File: config.mk
export PLATFORM = sky130hd
export DESIGN_NAME = sio9_port
export DESIGN_NICKNAME = d
export VERILOG_FILES = /design/src/rtl/sio9_port.sv
export SDC_FILE = /design/constraint.sdc
export NUM_CORES = 1
export LEC_CHECK = 0
export ABC_AREA = 1
export BUFFER_PORTS_ARGS = -buffer_cell sky130_fd_sc_hd__buf_2
export CORE_MARGIN = 1.5
export CORE_UTILIZATION = 50
export CTS_BUF_LIST = sky130_fd_sc_hd__clkbuf_2
export CTS_CLUSTER_DIAMETER = 60
export DETAILED_ROUTE_END_ITERATION = 10
export MAX_ROUTING_LAYER = met4
export PLACE_DENSITY = 0.71
export SLEW_MARGIN = 10
export SYNTH_ARGS = -nofsm -noshare
export SYNTH_HDL_FRONTEND = slang
export SYNTH_SLANG_ARGS = --single-unit
File: constraint.sdc
create_clock -name clk -period 3.1 [get_ports clk]
set_input_delay 0.155 -clock clk [delete_from_list [all_inputs] [get_ports clk]]
set_output_delay 0.155 -clock clk [all_outputs]
set_load 0.01 [all_outputs]
File: src/rtl/sio9_port.sv
module sio9_port #(
  parameter int OVS = 16
) (
  input  logic       clk,
  input  logic       rst_n,
  input  logic       tick16,
  input  logic       addr,
  input  logic       wr,
  input  logic       rd,
  input  logic [7:0] wdata,
  output logic [7:0] rdata,
  input  logic       rxd,
  output logic       txd
);
  localparam int TW = $clog2(OVS);
  localparam logic [TW-1:0] TLAST = TW'(OVS - 1);
  localparam logic [TW-1:0] TMID  = TW'(OVS / 2 - 1);

  logic nine, two, tx9, tx_done, rx_done, rx9, fe;
  logic tx_busy;
  logic [11:0] tx_sh;
  logic [3:0] tx_n;
  logic [TW-1:0] tx_tc;
  logic rx_busy, rx_meta, rx_s, rx_p, rx9_sh;
  logic [3:0] rx_idx;
  logic [TW-1:0] rx_tc;
  logic [7:0] rx_sh, rx_buf;

  wire wr_data = wr && !addr;
  wire wr_ctl  = wr && addr;
  wire tx_end  = tx_busy && tick16 && tx_tc == TLAST && tx_n == 4'd1;
  wire rx_mid  = rx_busy && tick16 && rx_tc == TMID;
  wire rx_stop = rx_idx == (nine ? 4'd10 : 4'd9);
  wire rx_fin  = rx_mid && rx_stop;
  wire [7:0] ctl = {1'b0, fe, two, nine, tx9, rx9, rx_done, tx_done};

  assign txd   = !tx_busy || tx_sh[0];
  assign rdata = rd ? (addr ? ctl : rx_buf) : 8'h00;

  always_ff @(posedge clk or negedge rst_n) begin
    if (!rst_n) begin
      tx_busy <= 1'b0;
      tx_sh   <= '1;
      tx_n    <= '0;
      tx_tc   <= '0;
    end else if (!tx_busy) begin
      if (wr_data) begin
        tx_busy <= 1'b1;
        tx_sh   <= nine ? {2'b11, tx9, wdata, 1'b0} : {3'b111, wdata, 1'b0};
        tx_n    <= 4'd10 + {3'b000, nine} + {3'b000, two};
        tx_tc   <= '0;
      end
    end else if (tick16) begin
      tx_tc <= (tx_tc == TLAST) ? '0 : tx_tc + 1'b1;
      if (tx_tc == TLAST) begin
        if (tx_n == 4'd1) tx_busy <= 1'b0;
        else begin
          tx_sh <= {1'b1, tx_sh[11:1]};
          tx_n  <= tx_n - 4'd1;
        end
      end
    end
  end

  always_ff @(posedge clk or negedge rst_n) begin
    if (!rst_n) begin
      rx_meta <= 1'b1;
      rx_s    <= 1'b1;
      rx_p    <= 1'b1;
      rx_busy <= 1'b0;
      rx_idx  <= '0;
      rx_tc   <= '0;
      rx_sh   <= '0;
      rx9_sh  <= 1'b0;
    end else begin
      rx_meta <= rxd;
      rx_s    <= rx_meta;
      rx_p    <= rx_s;
      if (!rx_busy) begin
        if (rx_p && !rx_s) begin
          rx_busy <= 1'b1;
          rx_idx  <= '0;
          rx_tc   <= '0;
        end
      end else if (tick16) begin
        rx_tc <= (rx_tc == TLAST) ? '0 : rx_tc + 1'b1;
        if (rx_tc == TMID) begin
          rx_idx <= rx_idx + 4'd1;
          if ((rx_idx == 4'd0 && rx_s) || rx_stop) rx_busy <= 1'b0;
          else if (rx_idx >= 4'd1 && rx_idx <= 4'd8) rx_sh <= {rx_s, rx_sh[7:1]};
          else if (rx_idx == 4'd9) rx9_sh <= rx_s;
        end
      end
    end
  end

  always_ff @(posedge clk or negedge rst_n) begin
    if (!rst_n) begin
      {nine, two, tx9, tx_done, rx_done, rx9, fe} <= '0;
      rx_buf <= '0;
    end else begin
      if (wr_ctl) begin
        tx9     <= wdata[3];
        nine    <= wdata[4];
        two     <= wdata[5];
        tx_done <= tx_done & wdata[0];
        rx_done <= rx_done & wdata[1];
        fe      <= fe & wdata[6];
      end
      if (tx_end) tx_done <= 1'b1;
      if (rx_fin) begin
        rx_buf  <= rx_sh;
        rx9     <= nine & rx9_sh;
        fe      <= !rx_s;
        rx_done <= 1'b1;
      end
    end
  end
endmodule

## After elaboration in Yosys (flattened, before gate mapping)

Cells that the tools add are included.
Widths: inputs -> output; s select.

| word-level totals | value |
|---|---|
| flip-flop bits (word level) | 57 |
| bits of input ports | 15 |
| word-level logic and storage cells | 113 |

| cells by class | value |
|---|---|
| add/subtract/negate cells | 6 |
| order comparisons | 2 |
| equal/unequal tests | 11 |
| multiplexer cells | 41 |
| bitwise logic cells | 6 |
| reduce and logical (&&, ||, !) cells | 27 |

Operators by type and width:

| kind | count |
|---|---|
| $mux 4 | 16 |
| $mux 12 | 5 |
| $mux 1 | 16 |
| $mux 8 | 2 |
| $add 4x1->4 const B | 3 |
| $eq 4x4->1 const B | 3 |
| $logic_and 1x1->1 | 11 |
| $mux 10 | 1 |
| $reduce_bool 2->1 | 4 |
| $ne 2x2->1 const B | 3 |
| $reduce_and 6->1 | 1 |
| $reduce_and 5->1 | 1 |
| $add 4x1->4 | 1 |
| $add 4x1->4 const A | 1 |
| $and 1x1->1 | 4 |
| $eq 4x1->1 const B | 1 |
| $eq 4x3->1 const B | 1 |
| $eq 4x4->1 | 1 |
| $ge 4x1->1 const B | 1 |
| $le 4x4->1 const B | 1 |
| $logic_not 4->1 | 1 |
| $ne 2x1->1 const B | 2 |
| $reduce_and 2->1 | 2 |
| $reduce_and 4->1 | 1 |
| 6 further kinds | 10 |

## Longest topological paths before layout

| depth | value |
|---|---|
| depth after elaboration | 7 |
| gate-level depth with buffers | 10 |

## Worst setup path before layout

Ideal clock, no wire load.

| path | value |
|---|---|
| path kind | register to register |
| start | register rx_idx[1] |
| end | register rx_sh[0] |
| setup time | 0.116 ns |
| arrival time | 1.302 ns |
| data required time | 2.984 ns |
| setup slack | 1.682 ns |
| cell stages (with the launch flop) | 10 |
| buffers on the path | 0 |
| clock period less this slack | 1.418 ns |
| cells stage by stage | dfrtp_1 > inv_1 > ha_1 > inv_1 > nand3_1 > nand2_1 > a21oi_4 > nand2_4 > nand2_1 > nand2_1 |

| between the ends | value |
|---|---|
| longest elaborated chain between the ends | 5 |

Ends and longest elaborated chain:

| element | RTL line | source |
|---|---|---|
| start: declaration | 25 | `logic [3:0] rx_idx;` |
| start signal: assignment | 88 | `rx_idx <= rx_idx + 4'd1;` |
| parallel branches: the longest is 4 deep, another holds $ge 4x1->1 | - |  |
| $reduce_and 5->1 (no source line) * | - |  |
| end signal: assignment | 90 | `else if (rx_idx >= 4'd1 && rx_idx <= 4'd8) rx_sh <= {rx_s, rx_sh[7:1]};` |
| end: declaration | 27 | `logic [7:0] rx_sh, rx_buf;` |

Every way passes the cells marked *.
A chain may end at the register's enable or synchronous reset.

## Worst setup path after layout

| path | value |
|---|---|
| start | register tx_busy |
| end | register tx_n[1] |

| between the ends | value |
|---|---|
| longest elaborated chain between the ends | 2 |

Ends and longest elaborated chain:

| element | RTL line | source |
|---|---|---|
| start: declaration | 20 | `logic tx_busy;` |
| start signal: assignment | 42 | `tx_busy <= 1'b0;` |
| start signal: assignment | 48 | `tx_busy <= 1'b1;` |
| start signal: assignment | 56 | `if (tx_n == 4'd1) tx_busy <= 1'b0;` |
| $ne 2x2->1 (no source line) (tied with other cells) | - |  |
| $reduce_and 4->1 (no source line) | - |  |
| end signal: assignment | 50 | `tx_n <= 4'd10 + {3'b000, nine} + {3'b000, two};` |
| end signal: assignment | 59 | `tx_n <= tx_n - 4'd1;` |
| end: declaration | 22 | `logic [3:0] tx_n;` |

Several ways; a longest one is shown, not always the timed one.

==> run metrics <==
crit path launch type flip-flop; hpwl dp 3.70 mm; Worst EP arrival 2.28 ns; grt ovf 0; final setup fails 0; vias per std cell 5.00; final max-slew violation count 0; Placed Cells 402; share of the synthesized area in the top cell type 38.3%; Worst Path Max Fanout 25; Net count, final 374; Die Span Y 77.0 um; WS Path Type flip-flop to flip-flop; Vias 2106; H-tree depth 2; I/O pin total 24; Post-Syn Nets 339; Resized Gates After CTS 0; synth warn 0; reg2reg start tx_busy$_DFF_PN0_; Final ANT Viol Nets 0; clk_lat worst skew 0.45 ns; Lkg Pwr 1.55 nW; Rows 26; TritonRoute pass-1 iters 4; core box area 5200 um^2; number of global-route vias before repair 2085; Mapped Cells 315; setup TNS 0 ns; Setup Skew 0.0242 ns; CTS Sinks 55; status completed; RSZ-0062 raised after global routing no; final WL 5.15 mm; number of CTS-inserted buffers 5; Non-Filler Instances 421; Pwr Density 704 nW/um^2; Worst-Margin Slew 0.820 ns; syn avg cell area 8.70 um^2; largest cells by area after synthesis dfrtp_1, dfstp_2, nand2_1; hold_sp tick16; share of cells above drive strength 1 17.9%; initial DRC count 167; Hold Path Class primary input to flip-flop; CP Capture Type flip-flop; clk root buf clkbuf_2; Hold Fails Final Rpt 0; Chip Width 77.0 um; CTS clk-pin slew, worst paths 0.29 ns; Final Cycle Share 61.7%; Distinct cells, synth 28; clock buffer depth 2; gpl congestion 0.829; DRC 0; buffer count from post-CTS setup fixing 0; post-synthesis register bit count 55; Mapped Area 2740 um^2; Min Clock Period, post-route 1.91 ns; first-pass GRT wire length 9.29 mm; wire per inst 12.2 um; most frequent cells in the layout nand2_1, dfrtp_1, o21ai_0; Max-slew headroom 45.4%; Starting Density 52.7%; PortBufs 23; area leader, netlist dfrtp_1; die area 5940 um^2; gr usage total 20.1%; sequential fraction of the synthesis area 50.8%; worst endpoint required time 3.46 ns; Syn-to-layout area delta 11.9%; Crit. Startpoint tx_busy$_DFF_PN0_; leading cell type in the layout, fill and taps excluded nand2_1; diode count 0; max-cap violations 0; CTS tree yes; VDD IR max 0.374 mV; Post-CTS Hold Buffers 11; Max Fclk 0.522 GHz; initial antenna violation count 0; pin count of the biggest net entering global routing 37
where the power goes:
| part | total, W | internal (W) | switching (W) |
|---|---|---|---|
| sequential | 0.00116 | 0.000991 | 0.000167 |
| clock | 0.000296 | 0.0000614 | 0.000235 |
| combinational | 0.000707 | 0.000276 | 0.000431 |
critical path: stages, from the launching register on:
cell and delay [ns]:
dfrtp_1 0.76, inv_1 0.31, nand3_2 0.21, nand2_2 0.27, o211ai_1 0.18, o21ai_0 0.10
flip-flops by register name, summed over array words and instances, names as in the netlist, 4 cells and up:
| signal | flops |
|---|---|
| rx_sh | 8 |
| rx_buf | 8 |
| tx_n | 4 |
| tx_sh | 10 |
| rx_tc | 4 |
| tx_tc | 4 |
| rx_idx | 4 |
synth_stat cells:
cell type,instances
clkbuf_1,3
dfstp_2,13
o211ai_1,1
nand3_4,1
nor3_1,3
ha_1,9
inv_1,32
a21oi_1,16
inv_2,3
a21boi_0,1
a31oi_1,8
dfrtp_1,42
nor2_1,21
o21ai_0,33
a21oi_4,1
inv_4,1
xor2_1,4
nand3_2,2
mux2_2,2
nand2_1,76
nor2_8,2
nor2_4,1
nand2_4,3
nand4_1,3
nand2_2,2
buf_4,4
o21ai_1,1
nand3_1,27
per-stage QoR:
stage / hold slack (ns) / area, um^2 / utilization, % / power [W] / setup slack [ns]
after floorplan: -0.141 / 2740 / - / 0.00169 / 1.68
after global placement: 0.262 / 2910 / 55.9 / 0.00184 / 1.32
after detailed placement: 0.263 / 2910 / 55.9 / 0.00188 / 1.23
after CTS: 0.0696 / 3070 / 58.9 / 0.00218 / 1.18
after global routing: 0.0674 / 3070 / 58.9 / 0.00236 / 0.958
final: 0.102 / 3070 / 58.9 / 0.00216 / 1.19
routing by layer:
metal  global-route usage [%]  routed length, um  vias to the layer above  part of all wire (%)
met1                     26.1               2570                      980                    50
met5                        -                  0                        -                     0
li1                         -                  -                     1099                     -
met2                     32.5               2420                       25                    47
met4                     5.09                 15                        0                  0.29
met3                     4.29                147                        2                   2.9
area by class of cell:
| class | count | area (um^2) |
|---|---|---|
| clock buffer | 5 | 25.0 |
| clock inverter | 3 | 22.5 |
| fill | 480 | 2140 |
| inverter | 36 | 138 |
| multi-input combinational | 217 | 1170 |
| sequential | 55 | 1390 |
| tap | 70 | 87.6 |
| timing repair buffer | 35 | 233 |
worst paths after layout:
kind | endpoint | slack, ns | depth (start not counted)
max reg2reg | tx_n[1]$_DFFE_PN0P_ | 1.19 | 5
max | tx_n[1]$_DFFE_PN0P_ | 1.19 | 5
min reg2reg | rx_s$_DFF_PN1_ | 0.38 | 0
max in group asynchronous | rx_s$_DFF_PN1_ | 1.99 | 3
min in group asynchronous | tx_n[0]$_DFFE_PN0P_ | 0.28 | 2
min | rx_tc[3]$_DFFE_PN0P_ | 0.10 | 4
cells by family (layout without fill, tap and decap cells):
group | Yosys count | after routing | share of synthesized area [%]
compound gates | 61 | 61 | 12.1
simple gates | 141 | 141 | 24.4
buf+inv | 43 | 79 | 6.53
xor+xnor | 4 | 4 | 1.28
fa+ha+maj | 9 | 9 | 4.11
mux | 2 | 2 | 0.821
flops | 55 | 55 | 50.8
Power figures use the tool's default switching activity.
